<file path="src/rtl/bootser_pkg.sv">
package bootser_pkg;

  typedef enum logic [0:0] {ST_HDR = 1'b0, ST_DATA = 1'b1} bootser_state_e;

  localparam int HDR_BITS   = 32;
  localparam int CMD_BITS   = 3;
  localparam int ADDR_BITS  = 23;
  localparam int DUMMY_BITS = HDR_BITS - CMD_BITS - ADDR_BITS;
  // header bits held when the last address bit arrives
  localparam int ADDR_DONE  = CMD_BITS + ADDR_BITS;

  function automatic logic [7:0] rom_byte(input int unsigned idx);
    logic [7:0] prod;
    prod = idx[7:0] * 8'd37;
    return prod ^ 8'h5A;
  endfunction

endpackage

</file>
<file path="src/rtl/bootser_pinsync.sv">
module bootser_pinsync #(
  parameter int STAGES = 2
) (
  input  logic clk,
  input  logic rst,
  input  logic sclk_i,
  input  logic cs_n_i,
  input  logic mosi_i,
  output logic sclk_rise,
  output logic sclk_fall,
  output logic cs_act,
  output logic mosi_s
);
  localparam int MSB = STAGES - 1;

  logic [STAGES-1:0] sclk_q, cs_q, mosi_q;
  logic              sclk_last;

  generate
    if (STAGES == 1) begin : g_one
      always_ff @(posedge clk) begin
        if (rst) begin
          sclk_q <= '0; cs_q <= '1; mosi_q <= '0;
        end else begin
          sclk_q <= sclk_i; cs_q <= cs_n_i; mosi_q <= mosi_i;
        end
      end
    end else begin : g_chain
      always_ff @(posedge clk) begin
        if (rst) begin
          sclk_q <= '0; cs_q <= '1; mosi_q <= '0;
        end else begin
          sclk_q <= {sclk_q[STAGES-2:0], sclk_i};
          cs_q   <= {cs_q[STAGES-2:0], cs_n_i};
          mosi_q <= {mosi_q[STAGES-2:0], mosi_i};
        end
      end
    end
  endgenerate

  always_ff @(posedge clk) begin
    if (rst) sclk_last <= 1'b0;
    else     sclk_last <= sclk_q[MSB];
  end

  assign sclk_rise = sclk_q[MSB] & ~sclk_last;
  assign sclk_fall = ~sclk_q[MSB] & sclk_last;
  assign cs_act    = ~cs_q[MSB];
  assign mosi_s    = mosi_q[MSB];

endmodule

</file>
<file path="src/rtl/bootser_mem.sv">
module bootser_mem #(
  parameter int ROM_AW = 8,
  parameter int RAM_AW = 6,
  localparam int KEEP_AW   = (ROM_AW > RAM_AW) ? ROM_AW : RAM_AW,
  localparam int ROM_DEPTH = 1 << ROM_AW,
  localparam int RAM_DEPTH = 1 << RAM_AW
) (
  input  logic               clk,
  input  logic               rd_ram,
  input  logic [KEEP_AW-1:0] rd_addr,
  output logic [7:0]         rd_data,
  input  logic               wr_en,
  input  logic [RAM_AW-1:0]  wr_addr,
  input  logic [7:0]         wr_data
);
  import bootser_pkg::*;

  logic [7:0] rom [ROM_DEPTH];
  logic [7:0] ram [RAM_DEPTH];
  logic [7:0] rom_q, ram_q;
  logic       sel_q;

  initial begin
    for (int i = 0; i < ROM_DEPTH; i++) rom[i] = rom_byte(i);
    for (int i = 0; i < RAM_DEPTH; i++) ram[i] = 8'h00;
  end

  always_ff @(posedge clk) begin
    rom_q <= rom[rd_addr[ROM_AW-1:0]];
  end

  always_ff @(posedge clk) begin
    if (wr_en) ram[wr_addr] <= wr_data;
    ram_q <= ram[rd_addr[RAM_AW-1:0]];
  end

  always_ff @(posedge clk) sel_q <= rd_ram;

  assign rd_data = sel_q ? ram_q : rom_q;

endmodule

</file>
<file path="src/rtl/bootser_fsm.sv">
module bootser_fsm #(
  parameter int ROM_AW = 8,
  parameter int RAM_AW = 6,
  localparam int KEEP_AW = (ROM_AW > RAM_AW) ? ROM_AW : RAM_AW
) (
  input  logic               clk,
  input  logic               rst,
  input  logic               sclk_rise,
  input  logic               sclk_fall,
  input  logic               cs_act,
  input  logic               mosi,
  input  logic [7:0]         rd_data,
  output logic               miso,
  output logic               miso_oe,
  output logic               fetch_ram,
  output logic [KEEP_AW-1:0] fetch_addr,
  output logic               mem_we,
  output logic [RAM_AW-1:0]  mem_waddr,
  output logic [7:0]         mem_wdata,
  output logic               in_data,
  output logic [5:0]         hdr_cnt,
  output logic [KEEP_AW-1:0] cur_addr
);
  import bootser_pkg::*;

  localparam int HB = ADDR_DONE - 1;          // header bits held before last address bit
  localparam int DIR_POS = HB - 1;
  localparam int TGT_POS = HB - CMD_BITS;

  bootser_state_e     state;
  logic [HB-1:0]      hdr;
  logic [5:0]         hcnt;
  logic [2:0]         dcnt;
  logic               is_wr, is_ram;
  logic [KEEP_AW-1:0] addr;
  logic [7:0]         cur_byte;
  logic [6:0]         rx;
  logic               miso_q, oe_q, we_q;
  logic [RAM_AW-1:0]  waddr_q;
  logic [7:0]         wdata_q;
  logic [KEEP_AW-1:0] faddr_q;

  always_ff @(posedge clk) begin
    if (rst) begin
      state    <= ST_HDR;
      hdr      <= '0;
      hcnt     <= '0;
      dcnt     <= '0;
      is_wr    <= 1'b0;
      is_ram   <= 1'b0;
      addr     <= '0;
      cur_byte <= '0;
      rx       <= '0;
      miso_q   <= 1'b0;
      oe_q     <= 1'b0;
      we_q     <= 1'b0;
      waddr_q  <= '0;
      wdata_q  <= '0;
      faddr_q  <= '0;
    end else begin
      we_q <= 1'b0;
      oe_q <= cs_act;
      if (!cs_act) begin
        state  <= ST_HDR;
        hcnt   <= '0;
        dcnt   <= '0;
        miso_q <= 1'b0;
      end else if (sclk_rise) begin
        if (state == ST_HDR) begin
          hdr  <= {hdr[HB-2:0], mosi};
          hcnt <= hcnt + 6'd1;
          if (hcnt == 6'(HB)) begin
            is_wr   <= hdr[DIR_POS];
            is_ram  <= hdr[TGT_POS];
            addr    <= {hdr[KEEP_AW-2:0], mosi};
            faddr_q <= {hdr[KEEP_AW-2:0], mosi};
          end
          if (hcnt == 6'(HDR_BITS - 1)) begin
            state    <= ST_DATA;
            dcnt     <= '0;
            cur_byte <= rd_data;
            faddr_q  <= addr + 1'b1;
          end
        end else begin
          dcnt <= dcnt + 3'd1;
          rx   <= {rx[5:0], mosi};
          if (dcnt == 3'd7) begin
            addr     <= addr + 1'b1;
            cur_byte <= rd_data;
            faddr_q  <= addr + 2'd2;
            if (is_wr && is_ram) begin
              we_q    <= 1'b1;
              waddr_q <= addr[RAM_AW-1:0];
              wdata_q <= {rx, mosi};
            end
          end
        end
      end else if (sclk_fall && state == ST_DATA && !is_wr) begin
        miso_q <= cur_byte[~dcnt];
      end
    end
  end

  assign miso       = miso_q;
  assign miso_oe    = oe_q;
  assign fetch_ram  = is_ram;
  assign fetch_addr = faddr_q;
  assign mem_we     = we_q;
  assign mem_waddr  = waddr_q;
  assign mem_wdata  = wdata_q;
  assign in_data    = (state == ST_DATA);
  assign hdr_cnt    = hcnt;
  assign cur_addr   = addr;

endmodule

</file>
<file path="src/rtl/bootser_slave.sv">
module bootser_slave #(
  parameter int ROM_AW      = 8,
  parameter int RAM_AW      = 6,
  parameter int SYNC_STAGES = 2,
  localparam int KEEP_AW = (ROM_AW > RAM_AW) ? ROM_AW : RAM_AW
) (
  input  logic clk,
  input  logic rst,
  input  logic spi_sclk,
  input  logic spi_cs_n,
  input  logic spi_mosi,
  output logic spi_miso,
  output logic spi_miso_oe
);
  logic               sclk_rise, sclk_fall, cs_act, mosi_s;
  logic [7:0]         rd_data;
  logic               fetch_ram;
  logic [KEEP_AW-1:0] fetch_addr;
  logic               mem_we;
  logic [RAM_AW-1:0]  mem_waddr;
  logic [7:0]         mem_wdata;
  logic               in_data;
  logic [5:0]         hdr_cnt;
  logic [KEEP_AW-1:0] cur_addr;

  bootser_pinsync #(.STAGES(SYNC_STAGES)) u_sync (
    .clk(clk), .rst(rst),
    .sclk_i(spi_sclk), .cs_n_i(spi_cs_n), .mosi_i(spi_mosi),
    .sclk_rise(sclk_rise), .sclk_fall(sclk_fall),
    .cs_act(cs_act), .mosi_s(mosi_s)
  );

  bootser_fsm #(.ROM_AW(ROM_AW), .RAM_AW(RAM_AW)) u_fsm (
    .clk(clk), .rst(rst),
    .sclk_rise(sclk_rise), .sclk_fall(sclk_fall),
    .cs_act(cs_act), .mosi(mosi_s), .rd_data(rd_data),
    .miso(spi_miso), .miso_oe(spi_miso_oe),
    .fetch_ram(fetch_ram), .fetch_addr(fetch_addr),
    .mem_we(mem_we), .mem_waddr(mem_waddr), .mem_wdata(mem_wdata),
    .in_data(in_data), .hdr_cnt(hdr_cnt), .cur_addr(cur_addr)
  );

  bootser_mem #(.ROM_AW(ROM_AW), .RAM_AW(RAM_AW)) u_mem (
    .clk(clk),
    .rd_ram(fetch_ram), .rd_addr(fetch_addr), .rd_data(rd_data),
    .wr_en(mem_we), .wr_addr(mem_waddr), .wr_data(mem_wdata)
  );

endmodule

</file>
<file path="config.mk">
export PLATFORM = sky130hd
export DESIGN_NAME = bootser_slave
export DESIGN_NICKNAME = d
export VERILOG_FILES = /design/src/rtl/bootser_pkg.sv /design/src/rtl/bootser_pinsync.sv /design/src/rtl/bootser_mem.sv /design/src/rtl/bootser_fsm.sv /design/src/rtl/bootser_slave.sv
export SDC_FILE = /design/constraint.sdc
export NUM_CORES = 1
export LEC_CHECK = 0
export BUFFER_PORTS_ARGS = -buffer_cell sky130_fd_sc_hd__buf_2
export CORE_MARGIN = 3
export CORE_UTILIZATION = 34
export DETAILED_ROUTE_END_ITERATION = 8
export PLACE_DENSITY_LB_ADDON = 0.25
export SYNTH_ARGS = -nofsm -noshare
export SYNTH_HDL_FRONTEND = slang
export SYNTH_SLANG_ARGS = --single-unit
</file>
<file path="constraint.sdc">
create_clock -name clk -period 5.25 [get_ports clk]
set_input_delay 1.05 -clock clk [delete_from_list [all_inputs] [get_ports clk]]
set_output_delay 1.05 -clock clk [all_outputs]
set_load 0.05 [all_outputs]
</file>
==> impl_results.md <==
* Status: finished clean
* Post-route antenna net violation count at 0
* Area leader, netlist: edfxtp_1
* Final setup TNS at 0 ns
* Final max-slew violation count at 0
* Total CTS buffers at 67
* Total power per unit cell area at 351.2 nW/um^2
* Clock Latency Late Sink at 0.61 ns
* Antenna violations before repair at 0
* Synth top area cells: edfxtp_1 (62%), dfxtp_1 (8.8%), mux4_2 (7.6%), mux2i_1 (3.0%), nor2_1 (2.4%)
* Via/cell ratio at 5.276
* CTS tree: done
* Gpl congestion at 0.8685
* IO Pins at 7
* Max_cap viols at 0
* Period utilisation layout at 0.6787
* Synth async-reset ratio at 0
* Register area share after synthesis at 0.7041
* NumNets Final at 1642
* EDFF count, synth at 512
* Min cycle time layout at 3.563 ns
* HP Class: flip-flop to flip-flop
* CP arrival at 4.02 ns
* Resize count post-CTS at 0
* Rel. slew slack at 0.2469
* Die area at 76630 sq um
* 1st-iter DRT viols at 1255
* Vias in the first global route at 13930
* Most used DFF post-synth: edfxtp_1
* Synth top cells by count: edfxtp_1 (512), nor2_1 (161), nand2_1 (141), dfxtp_1 (109), a21oi_1 (85)
* YS warnings at 0
* Hpwl dp at 34820 um
* FF-to-FF path depth at 7
* ANT cells at 0
* CP endpoint kind: flip-flop
* Worst EP required at 5.71 ns
* Actual slew at the worst max-slew pin at 1.126 ns
* Hold-fix buffer count after cts at 0
* Footprint of the multi-input gates at 6795 sq um
* Peak VDD IR at 0.2284 mV
* RSZ-0062 raised after global routing: no
* # setup viols final at 0
* DRC at 0
* Synthesized cell area at 24940 sq um
* Post-CTS setup buffer count at 0
* Total number of H-tree levels at 3
* Site Rows at 98
* Routed len/inst at 22.39 um
* Yosys cell types at 72
* Layout cell share with drive strength beyond 1 at 0.1392
* Max Clock Freq at 280.7 MHz
* Initial core utilization at 0.3459
* Clock Skew at 0.02751 ns
* Clk sinks at 621
* Global-route wire length before repair at 88850 um
* Die width at 276.8 um
* Crit-path max FO at 64
* Pwr Total at 9793 uW
* Pleak at 0.008479 uW
* Top-count cell post-synth: edfxtp_1
* Reg clk slew, reported paths at 0.06 ns
* Synthesized net count at 1657
* DR pass1 iterations at 5
* Largest net degree at the start of global routing at 76
* I/O Buffers at 6
* Final Hold Fails at 0
* Maximum buffer depth of the clock tree at 3
* Worst setup SP type: flip-flop
* Synth Register Bits at 621
* Filler instances at 6638
* Mean Syn Cell Area at 15.22 sq um
* DRT Wirelength at 58740 um
* All-Layer GR Usage at 0.1519
* Mapped Cells at 1638
* Congestion Overflow GR at 0
* Hold path cells at 1
* Die Y at 276.8 um
* Core area at 72100 sq um
* Reg area at 17580 sq um
* Synth top area share at 0.6166
* P&R area growth vs syn at 11.81%
* Root Buffer: clkbuf_16
* Critical path class: flip-flop to flip-flop
* Via count at 13850
[routing by layer]
| metal | part of all wire | track usage |
|---|---|---|
| met5 | 0 | 0 |
| met4 | 0.023 | 0.04095 |
| met3 | 0.055 | 0.03465 |
| met2 | 0.47 | 0.2415 |
| met1 | 0.45 | 0.2103 |
[cells in the final DEF, fill, tap and decap left out, types with 11 or more instances in the layout]
master,instances
a211oi_1,13
mux4_2,84
dfxtp_1,98
clkbuf_16,68
clkinv_1,11
a21oi_1,85
ha_1,14
nor3_1,13
clkbuf_1,17
nand2b_1,12
mux2i_1,75
nand3_1,20
o21ai_0,54
nor2_1,161
a221oi_1,41
o32a_1,14
nor2b_1,13
buf_4,17
edfxtp_1,512
o221ai_1,24
o22ai_1,36
nand2_1,141
[registers in the layout, summed over array words and instances (netlist names), 2 cells and up]
name / count
u_mem.ram: 512
u_fsm.hdr: 25
u_fsm.cur_addr: 8
u_fsm.cur_byte: 8
u_fsm.fetch_addr: 8
u_fsm.mem_wdata: 8
u_mem.ram_q: 8
u_mem.rom_q: 8
u_fsm.rx: 7
u_fsm.hdr_cnt: 6
u_fsm.mem_waddr: 6
u_fsm.dcnt: 3
u_sync.cs_q: 2
u_sync.mosi_q: 2
u_sync.sclk_q: 2
[worst max-delay path, cell delays in order, from the launching register on]
cell      delay (ns)
dfxtp_4         0.80
buf_4           0.85
ha_1            0.41
a21oi_1         0.12
mux2_2          0.29
mux4_2          0.48
a221oi_2        0.27
a311oi_1        0.07
[layout make-up]
type / count / area share
inverter: 12 / 0.001616
sequential: 621 / 0.6305
clock inverter: 30 / 0.01001
clock buffer: 90 / 0.06516
timing repair buffer: 24 / 0.006373
multi-input combinational: 897 / 0.2437
tap: 950 / 0.04263
[path summary, 6_finish.rpt]
kind                               startpoint                         to  slack [ns]
max          u_fsm.fetch_addr[1]$_SDFFE_PP0P_     u_mem.rom_q[7]$_DFF_P_        1.69
min                 u_sync.cs_q[0]$_SDFF_PP1_  u_sync.cs_q[1]$_SDFF_PP1_        0.41
max reg2reg  u_fsm.fetch_addr[1]$_SDFFE_PP0P_     u_mem.rom_q[7]$_DFF_P_        1.69
min reg2reg         u_sync.cs_q[0]$_SDFF_PP1_  u_sync.cs_q[1]$_SDFF_PP1_        0.41
[kinds of logic after synthesis]
kind of cell	count (synthesis)	synth area share
XOR/XNOR	13	0.004566
flip-flops	621	0.7041
multiplexers	162	0.1073
AO/OA/AOI/OAI	309	0.08329
adder cells (fa/ha/maj)	14	0.007025
buffers and inverters	120	0.02363
AND/OR/NAND/NOR	399	0.07010
[power by group]
part           internal [uW]  switching (uW)
clock                   2640            1880
combinational           4.42            15.3
sequential              5260            2.21
total                   7900            1890
[through the flow]
| stage | utilization | cell area [sq um] | setup WS (ns) | hold slack, ns | cells |
|---|---|---|---|---|---|
| detailed placement | 0.3576 | 25780 | 1.704 | 0.4054 | 2504 |
| floorplan | - | 24940 | 2.536 | 0.3600 | 1638 |
| CTS | 0.3867 | 27880 | 1.692 | 0.4113 | 2624 |
| global route | 0.3867 | 27880 | 1.457 | 0.4307 | 2624 |
| global placement | 0.3576 | 25780 | 1.701 | 0.4087 | 2504 |
| finish | 0.3867 | 27880 | 1.687 | 0.4051 | 2624 |
(Power assumes the default switching activity.)
